`src/rtl/gic_pkg.sv`:
```
package gic_pkg;
  localparam int GIC_AW = 3;

  typedef enum logic [GIC_AW-1:0] {
    REG_DIR    = 3'd0,
    REG_INV    = 3'd1,
    REG_DIN    = 3'd2,
    REG_LVLMSK = 3'd3,
    REG_ECAUSE = 3'd4,
    REG_EDGMSK = 3'd5
  } gic_reg_e;
endpackage

```
`src/rtl/gic_rst_sync.sv`:
```
module gic_rst_sync (
  input  logic clk,
  input  logic rst_n_i,
  output logic rst_n_o
);
  logic [1:0] stage_q;

  always_ff @(posedge clk or negedge rst_n_i) begin
    if (!rst_n_i) stage_q <= 2'b00;
    else          stage_q <= {stage_q[0], 1'b1};
  end

  assign rst_n_o = stage_q[1];
endmodule

```
`src/rtl/gic_sync.sv`:
```
module gic_sync #(
  parameter int WIDTH  = 32,
  parameter int STAGES = 2
) (
  input  logic             clk,
  input  logic             rst_n,
  input  logic [WIDTH-1:0] d_i,
  output logic [WIDTH-1:0] q_o
);
  logic [WIDTH-1:0] chain_q [STAGES];

  generate
    for (genvar s = 0; s < STAGES; s++) begin : g_stage
      logic [WIDTH-1:0] src;
      if (s == 0) begin : g_first
        assign src = d_i;
      end else begin : g_next
        assign src = chain_q[s-1];
      end
      always_ff @(posedge clk or negedge rst_n) begin
        if (!rst_n) chain_q[s] <= '0;
        else        chain_q[s] <= src;
      end
    end
  endgenerate

  assign q_o = chain_q[STAGES-1];
endmodule

```
`src/rtl/gic_edge_cause.sv`:
```
module gic_edge_cause #(
  parameter int WIDTH = 32
) (
  input  logic             clk,
  input  logic             rst_n,
  input  logic [WIDTH-1:0] sync_i,
  input  logic [WIDTH-1:0] inv_i,
  input  logic [WIDTH-1:0] in_mask_i,
  input  logic             clr_we_i,
  input  logic [WIDTH-1:0] clr_data_i,
  output logic [WIDTH-1:0] cause_o
);
  logic [WIDTH-1:0] prev_q;
  logic [WIDTH-1:0] cause_q, cause_d;
  logic [WIDTH-1:0] adj_now, adj_prev, edge_set, keep;

  // Both samples are adjusted with the current inversion bits, so a flip of
  // the inversion register alone produces no transition.
  assign adj_now  = sync_i ^ inv_i;
  assign adj_prev = prev_q ^ inv_i;
  assign edge_set = adj_now & ~adj_prev & in_mask_i;
  assign keep     = clr_we_i ? clr_data_i : {WIDTH{1'b1}};

  always_comb begin
    cause_d = (cause_q & keep) | edge_set;
  end

  always_ff @(posedge clk or negedge rst_n) begin
    if (!rst_n) begin
      prev_q  <= '0;
      cause_q <= '0;
    end else begin
      prev_q  <= sync_i;
      cause_q <= cause_d;
    end
  end

  assign cause_o = cause_q;

  AST_EDGE_NEEDS_PIN_CHANGE: assert property (@(posedge clk) disable iff (!rst_n)
    1'b1 |=> ((cause_q & ~$past(cause_q) & ~($past(sync_i) ^ $past(prev_q))) == '0));
  AST_EDGE_INPUT_ONLY: assert property (@(posedge clk) disable iff (!rst_n)
    1'b1 |=> ((cause_q & ~$past(cause_q) & ~$past(in_mask_i)) == '0));
  AST_CLEAR_ZERO: assert property (@(posedge clk) disable iff (!rst_n)
    clr_we_i |=> ((cause_q & ~$past(clr_data_i) & ~$past(edge_set)) == '0));
  AST_EDGE_BEATS_CLEAR: assert property (@(posedge clk) disable iff (!rst_n)
    clr_we_i |=> ((cause_q & $past(edge_set)) == $past(edge_set)));
endmodule

```
`src/rtl/gic_group_or.sv`:
```
module gic_group_or #(
  parameter int WIDTH = 32,
  parameter int GRP_W = 8,
  localparam int NGRP = WIDTH / GRP_W
) (
  input  logic [WIDTH-1:0] cause_i,
  output logic [NGRP-1:0]  irq_o
);
  generate
    for (genvar g = 0; g < NGRP; g++) begin : g_grp
      assign irq_o[g] = |cause_i[g*GRP_W +: GRP_W];
    end
  endgenerate
endmodule

```
`src/rtl/gpio_irq_cause.sv`:
```
module gpio_irq_cause
  import gic_pkg::*;
#(
  parameter int N_PINS = 32,
  parameter int GRP_W  = 8,
  localparam int NGRP  = N_PINS / GRP_W
) (
  input  logic              clk,
  input  logic              rst_n,
  input  logic [N_PINS-1:0] pin_i,
  input  logic              reg_we,
  input  logic [GIC_AW-1:0] reg_addr,
  input  logic [N_PINS-1:0] reg_wdata,
  output logic [N_PINS-1:0] reg_rdata,
  output logic [NGRP-1:0]   irq_o
);
  logic rst_int_n;
  logic [N_PINS-1:0] sync_v, din_v, ecause_v, total_cause;
  logic [N_PINS-1:0] dir_q, dir_d, inv_q, inv_d, lvl_q, lvl_d, emsk_q, emsk_d;
  logic we_dir, we_inv, we_lvl, we_emsk, we_cause;
  gic_reg_e addr_e;

  gic_rst_sync u_rst (.clk(clk), .rst_n_i(rst_n), .rst_n_o(rst_int_n));

  gic_sync #(.WIDTH(N_PINS), .STAGES(2)) u_sync (
    .clk(clk), .rst_n(rst_int_n), .d_i(pin_i), .q_o(sync_v));

  assign addr_e   = gic_reg_e'(reg_addr);
  assign we_dir   = reg_we && (addr_e == REG_DIR);
  assign we_inv   = reg_we && (addr_e == REG_INV);
  assign we_lvl   = reg_we && (addr_e == REG_LVLMSK);
  assign we_emsk  = reg_we && (addr_e == REG_EDGMSK);
  assign we_cause = reg_we && (addr_e == REG_ECAUSE);

  always_comb begin
    dir_d  = we_dir  ? reg_wdata : dir_q;
    inv_d  = we_inv  ? reg_wdata : inv_q;
    lvl_d  = we_lvl  ? reg_wdata : lvl_q;
    emsk_d = we_emsk ? reg_wdata : emsk_q;
  end

  always_ff @(posedge clk or negedge rst_int_n) begin
    if (!rst_int_n) begin
      dir_q  <= '1;
      inv_q  <= '0;
      lvl_q  <= '0;
      emsk_q <= '0;
    end else begin
      dir_q  <= dir_d;
      inv_q  <= inv_d;
      lvl_q  <= lvl_d;
      emsk_q <= emsk_d;
    end
  end

  assign din_v = sync_v ^ inv_q;

  gic_edge_cause #(.WIDTH(N_PINS)) u_edge (
    .clk(clk), .rst_n(rst_int_n), .sync_i(sync_v), .inv_i(inv_q),
    .in_mask_i(dir_q), .clr_we_i(we_cause), .clr_data_i(reg_wdata),
    .cause_o(ecause_v));

  assign total_cause = ((din_v & lvl_q) | (ecause_v & emsk_q)) & dir_q;

  gic_group_or #(.WIDTH(N_PINS), .GRP_W(GRP_W)) u_grp (
    .cause_i(total_cause), .irq_o(irq_o));

  always_comb begin
    unique case (addr_e)
      REG_DIR:    reg_rdata = dir_q;
      REG_INV:    reg_rdata = inv_q;
      REG_DIN:    reg_rdata = din_v;
      REG_LVLMSK: reg_rdata = lvl_q;
      REG_ECAUSE: reg_rdata = ecause_v;
      REG_EDGMSK: reg_rdata = emsk_q;
      default:    reg_rdata = '0;
    endcase
  end

  AST_IRQ_NEEDS_INPUT: assert property (@(posedge clk) disable iff (!rst_int_n)
    (irq_o != '0) |-> (dir_q != '0));
  AST_LEVEL_RAISES_IRQ: assert property (@(posedge clk) disable iff (!rst_int_n)
    ((din_v & lvl_q & dir_q) != '0) |-> (irq_o != '0));
  AST_EDGE_RAISES_IRQ: assert property (@(posedge clk) disable iff (!rst_int_n)
    ((ecause_v & emsk_q & dir_q) != '0) |-> (irq_o != '0));
endmodule

```
`config.mk`:
```
export PLATFORM = sky130hd
export DESIGN_NAME = gpio_irq_cause
export DESIGN_NICKNAME = d
export VERILOG_FILES = /design/src/rtl/gic_pkg.sv /design/src/rtl/gic_rst_sync.sv /design/src/rtl/gic_sync.sv /design/src/rtl/gic_edge_cause.sv /design/src/rtl/gic_group_or.sv /design/src/rtl/gpio_irq_cause.sv
export SDC_FILE = /design/constraint.sdc
export NUM_CORES = 1
export LEC_CHECK = 0
export ABC_CLOCK_PERIOD_IN_PS = 7400
export BUFFER_PORTS_ARGS = -buffer_cell sky130_fd_sc_hd__buf_4
export CORE_UTILIZATION = 40
export CTS_CLUSTER_DIAMETER = 150
export DETAILED_ROUTE_END_ITERATION = 16
export GPL_TIMING_DRIVEN = 0
export HOLD_SLACK_MARGIN = 0.1
export PLACE_DENSITY = 0.59
export REMOVE_ABC_BUFFERS = 1
export SLEW_MARGIN = 20
export SYNTH_ARGS = -nofsm -noshare
export SYNTH_HDL_FRONTEND = slang
export SYNTH_SLANG_ARGS = --single-unit
```
`constraint.sdc`:
```
create_clock -name clk -period 7.4 [get_ports clk]
set_input_delay 0.37 -clock clk [delete_from_list [all_inputs] [get_ports clk]]
set_output_delay 0.37 -clock clk [all_outputs]
set_load 0.02 [all_outputs]
```
* Yosys cells after proc, flatten, opt, wreduce, memory -nomap -nowiden *
Index checks and enable logic that the tools add are counted.

word-level totals
  register bits = 258
  bits in latches = 0
  RAM bits = 0
  ROM bits = 0
  bits of input ports = 70
  output and inout port bits = 36
  memories = 0

cells by class
  $add $sub $neg = 0
  $mul = 0
  div/mod/pow operators = 0
  magnitude comparators = 0
  equality and inequality tests = 5
  shift operators = 0
  mux-type cells = 2
  bitwise gates (word level) = 11
  reductions and logical operators = 10

operators with widths
  cell                  number
  $and A32 B32 Y32      6
  $pmux W32 S6          1
  $or A32 B32 Y32       2
  $xor A32 B32 Y32      2
  $mux W32              1
  $not A32 Y32          1
  $reduce_or A8 Y1      4
  $eq A3 B2 Y1 const B  2
  $eq A3 B3 Y1 const B  2
  $logic_and A1 B1 Y1   5
  $eq A3 B1 Y1 const B  1
  $logic_not A3 Y1      1

* Depth between registers and ports, before layout *
  word-level depth = 5
  gate-level depth with buffers = 6
  depth with buffers taken out = 4

* Modules after synthesis *
A second synthesis with hierarchy kept.

unflattened totals
  cells, all modules = 891
  area, all modules = 11826.3 µm²

modules (own cells, without submodules)
  module          instances  cells an instance  area each (µm²)
  gpio_irq_cause  1          617                7368.3
  gic_edge_cause  1          195                2737.6
  gic_sync        1          64                 1601.5
  gic_group_or    1          12                 65.1
  gic_rst_sync    1          3                  53.8

* Least setup slack after synthesis *
No wires, ideal clock.

  path type = input -> output
  start = input reg_addr[1]
  end = output reg_rdata[20]
  arrival time = 1.465 ns
  slack = 5.565 ns
  stages = 5
  buffers on the path = 2
  path through = buf_2 nor3b_2 clkbuf_1 a22oi_1 nand3_1

on the way
  cells in the longest elaborated chain, start to end = 2
  elaborated cells between the ends (all ways) = 7
  those cells by class = eq/ne: 5; mux: 1; reduce/logical: 1

ends and longest elaborated chain
  what                                  RTL line              source
  from (decl)                           gpio_irq_cause.sv:12  input logic [GIC_AW-1:0] reg_addr,
  $eq A3 B3 Y1 (tied with other cells)  gpio_irq_cause.sv:69  unique case (addr_e)
  $pmux W32 S6 (*)                      gpio_irq_cause.sv:69
  to (decl)                             gpio_irq_cause.sv:14  output logic [N_PINS-1:0] reg_rdata,

Every way passes the cells marked *; elsewhere a longest branch is shown, timed or not.

* Worst setup path after layout *
  start = input reg_addr[0]
  end = output reg_rdata[22]

Same word-level chain as after synthesis.

==> flow_summary.json <==
{
  "status": "complete, no violations",
  "ir_drop_mv": 0.164,
  "yosys.cell_types.count": 34,
  "worst-endpoint-required_ns": 7.03,
  "largest_family_of_logic_cells_by_synthesized_area": "multiplexers",
  "wl_per_cell_um": 18.2,
  "wire_length_of_the_first_global_routing_pass_mm": 41.7,
  "worst_pin_slew_ns": 1.07,
  "grt_pass1_vias": 7577,
  "min_period_over_period_pct": 33.3,
  "cap_violations": 0,
  "fin_skew_ns": 0.00955,
  "timing.critical_path.to_type": "output pin",
  "worst_path_dominant_cell_family": "simple AND/OR/NAND/NOR gates",
  "cp_num_buf_inv": 3,
  "cp_cell_sequence": "buf_4, nor3b_4, buf_8, a21o_1, a222oi_1, o21ai_0, buf_4",
  "rsz0062_at_grt": "no",
  "max-clock-path-buffers": 3,
  "synth.yosys.seq_area_share_pct": 59.9,
  "multi_input_logic_area_um2": 4160,
  "synth-main-ff-cell": "sky130_fd_sc_hd__dfrtp_1",
  "period_minus_slack_ns": 2.47,
  "critical_path_peak_fanout": 11,
  "wirelength_mm": 25.8,
  "synth.area.top_cells": "sky130_fd_sc_hd__dfrtp_1 (52%), sky130_fd_sc_hd__dfstp_2 (7.8%), sky130_fd_sc_hd__mux2_1 (6.7%)",
  "layout.filler_cells": 2280,
  "die_width_um": 167,
  "grt_antenna_before_repair": 0,
  "synth-xor-area-share_pct": 2.58,
  "postCtsSetupBuffers": 0,
  "setup.reg_to_reg.worst_slack_ns": 5.95,
  "core_region_area_um2": 26400,
  "clock_latency_ns": 0.55,
  "post-route-util_pct": 52.8,
  "antenna_cells_inserted": 0,
  "leakage_uw": 0.00596,
  "critical-path-top-cell-by-count": "sky130_fd_sc_hd__buf_4",
  "worst_slew_margin_rel_pct": 28.3,
  "place.detailed.hpwl_mm": 16.9,
  "clk_pin_slew_ns": 0.06,
  "power.density_cell_area_nw_per_um2": 287,
  "synth-simple-area-share_pct": 10.9,
  "tritoncts_clock_tree": "built",
  "report.final.slew_viol_count": 0,
  "hold_viol_final": 0,
  "final_net_count": 1130,
  "cts_buffers": 28,
  "buffer_ports.inserted": 105,
  "fin_hold_ws_ns": 0.103,
  "yosysTopAreaCellShare_pct": 52.1,
  "synthToLayoutAreaGrowth_pct": 28.2,
  "iteration_0_drc_count_of_the_detailed_router": 628,
  "grt_overflow": 0,
  "num_rows": 59,
  "numClockSinks": 258,
  "antenna_violating_nets_post_route": 0,
  "synthArstFlopShare_pct": 100,
  "initial_utilization_pct": 41.2,
  "syn_area_um2": 10800,
  "groute.usage.overall_pct": 18.9,
  "synth_common_cells": "sky130_fd_sc_hd__dfrtp_1 (226), sky130_fd_sc_hd__nand2_1 (99), sky130_fd_sc_hd__a22oi_1 (90), sky130_fd_sc_hd__mux2_1 (65), sky130_fd_sc_hd__mux2_2 (63)",
  "synth.ff_latch_count": 258,
  "syn_avg_cell_area_um2": 12.4,
  "synth.largest_area_cell": "sky130_fd_sc_hd__dfrtp_1",
  "detail_route.drc_violations": 0,
  "total_number_of_vias": 7647,
  "synthesized_netlist_cell_count": 877,
  "vias_per_cell": 5.40,
  "muxShareOfSynthArea_pct": 13.6,
  "synth-adder-area-share_pct": 0,
  "ratio_of_cells_with_drive_above_1_in_the_final_layout_pct": 26.1,
  "ioPinCount": 106,
  "finalSetupViolations": 0,
  "setup.worst_path.class": "in2out",
  "yosysWarnings": 0,
  "crit_path_start_kind": "input port",
  "die_height_um": 167,
  "worst_ep_arrival_time_ns": 2.10,
  "synth_most_common_cell": "sky130_fd_sc_hd__dfrtp_1",
  "ctsHtreeMaxLevel": 1,
  "first_pass_iters": 5,
  "synth-edff-count": 0,
  "maximum_number_of_pins_on_one_net_before_global_route_repair": 55,
  "area.sequential_um2": 6500,
  "clock-root-buffer": "sky130_fd_sc_hd__clkbuf_16",
  "critical_path.max_stage_delay_ns": 0.71,
  "hold_path.class": "reg2async",
  "critical-path-slowest-cell": "sky130_fd_sc_hd__nor3b_4",
  "weighted_congestion_at_the_end_of_routability_driven_global_placement": 0.761,
  "synth_compound_area_share_pct": 10.9,
  "die-area_um2": 27800,
  "timing.fmax_ghz": 0.406
}
placed cells by master (no fill, tap or decap), types with 19 or more instances in the layout:
cell and n:
sky130_fd_sc_hd__dfrtp_1 225, sky130_fd_sc_hd__nand2b_1 31, sky130_fd_sc_hd__dlygate4sd3_1 65, sky130_fd_sc_hd__clkbuf_16 28
sky130_fd_sc_hd__o22ai_1 32, sky130_fd_sc_hd__o21ai_0 33, sky130_fd_sc_hd__a31oi_1 19, sky130_fd_sc_hd__dfstp_2 32
sky130_fd_sc_hd__nand2_1 97, sky130_fd_sc_hd__nand3_1 62, sky130_fd_sc_hd__xor2_1 32, sky130_fd_sc_hd__a22oi_1 90
sky130_fd_sc_hd__mux2_2 63, sky130_fd_sc_hd__mux2_1 65, sky130_fd_sc_hd__buf_4 105
power by group:
part           internal (uW)  leakage [uW]  switching (uW)  total [uW]
combinational            370       0.00253             346         716
clock                    820      0.000474             566        1390
sequential              1680       0.00296             212        1890
per-layer routing:
metal	vias to the layer above	track usage (%)	wire, um
met5	-	0	0
met1	3852	28.2	12600
li1	3584	-	-
met3	33	2.99	1140
met2	178	29.2	11700
met4	0	3.34	367
final timing paths:
kind	to	depth (start not counted)	start
setup reg to reg	dir_q[26]$_DFFE_PN1P_	4	u_rst.stage_q[1]$_DFF_PN0_
hold / removal	u_sync.g_stage[1].src[9]$_DFF_PN0_	0	u_rst.stage_q[1]$_DFF_PN0_
min in group clk	u_sync.q_o[0]$_DFF_PN0_	0	u_sync.g_stage[1].src[0]$_DFF_PN0_
max in group asynchronous	dir_q[26]$_DFFE_PN1P_	4	u_rst.stage_q[1]$_DFF_PN0_
setup / recovery	reg_rdata[22]	7	reg_addr[0]
hold reg to reg	u_sync.g_stage[1].src[9]$_DFF_PN0_	0	u_rst.stage_q[1]$_DFF_PN0_
registers in the layout, indices dropped and copies added (netlist names):
| signal | flops |
|---|---|
| u_rst.stage_q | 2 |
| u_edge.prev_q | 32 |
| dir_q | 32 |
| emsk_q | 32 |
| u_edge.cause_o | 32 |
| inv_q | 32 |
| lvl_q | 32 |
| u_sync.g_stage.src | 32 |
| u_sync.q_o | 32 |
through the flow:
| stage | TNS (ns) | power [uW] | cells | setup WS, ns | area, um2 |
|---|---|---|---|---|---|
| after floorplan | -59.70 | 2310 | 839 | -0.267 | 10600 |
| after global placement | -792.49 | 2560 | 1279 | -3.50 | 11800 |
| after detailed placement | 0 | 2600 | 1300 | 4.49 | 12300 |
| after CTS | 0 | 4040 | 1416 | 4.94 | 13900 |
| after global routing | 0 | 4210 | 1416 | 4.84 | 13900 |
| final | 0 | 3990 | 1416 | 4.93 | 13900 |
layout make-up:
type / count / area share (%)
flip-flops and latches: 258 / 46.7
inverters: 3 / 0.0810
multi-input cells: 578 / 29.9
clock buffers: 40 / 6.01
clock inverters: 11 / 0.756
well taps: 335 / 3.01
repair buffers: 191 / 13.5
cells by family (layout without fill, tap and decap cells):
group                  count (synthesis)  count (layout)
XOR/XNOR                              32              32
multiplexers                         131             131
AND/OR/NAND/NOR                      237             237
other                                  1               1
buffers and inverters                 41             245
AO/OA/AOI/OAI                        177             177
flip-flops                           258             258
timing repair:
item	4_1_cts	5_1_grt
hold buffers	65	0
endpoints found under the hold margin	192	0
gates resized for setup	0	0
endpoints found under the setup margin	0	0
No activity file was read; power rests on OpenSTA's default activity.
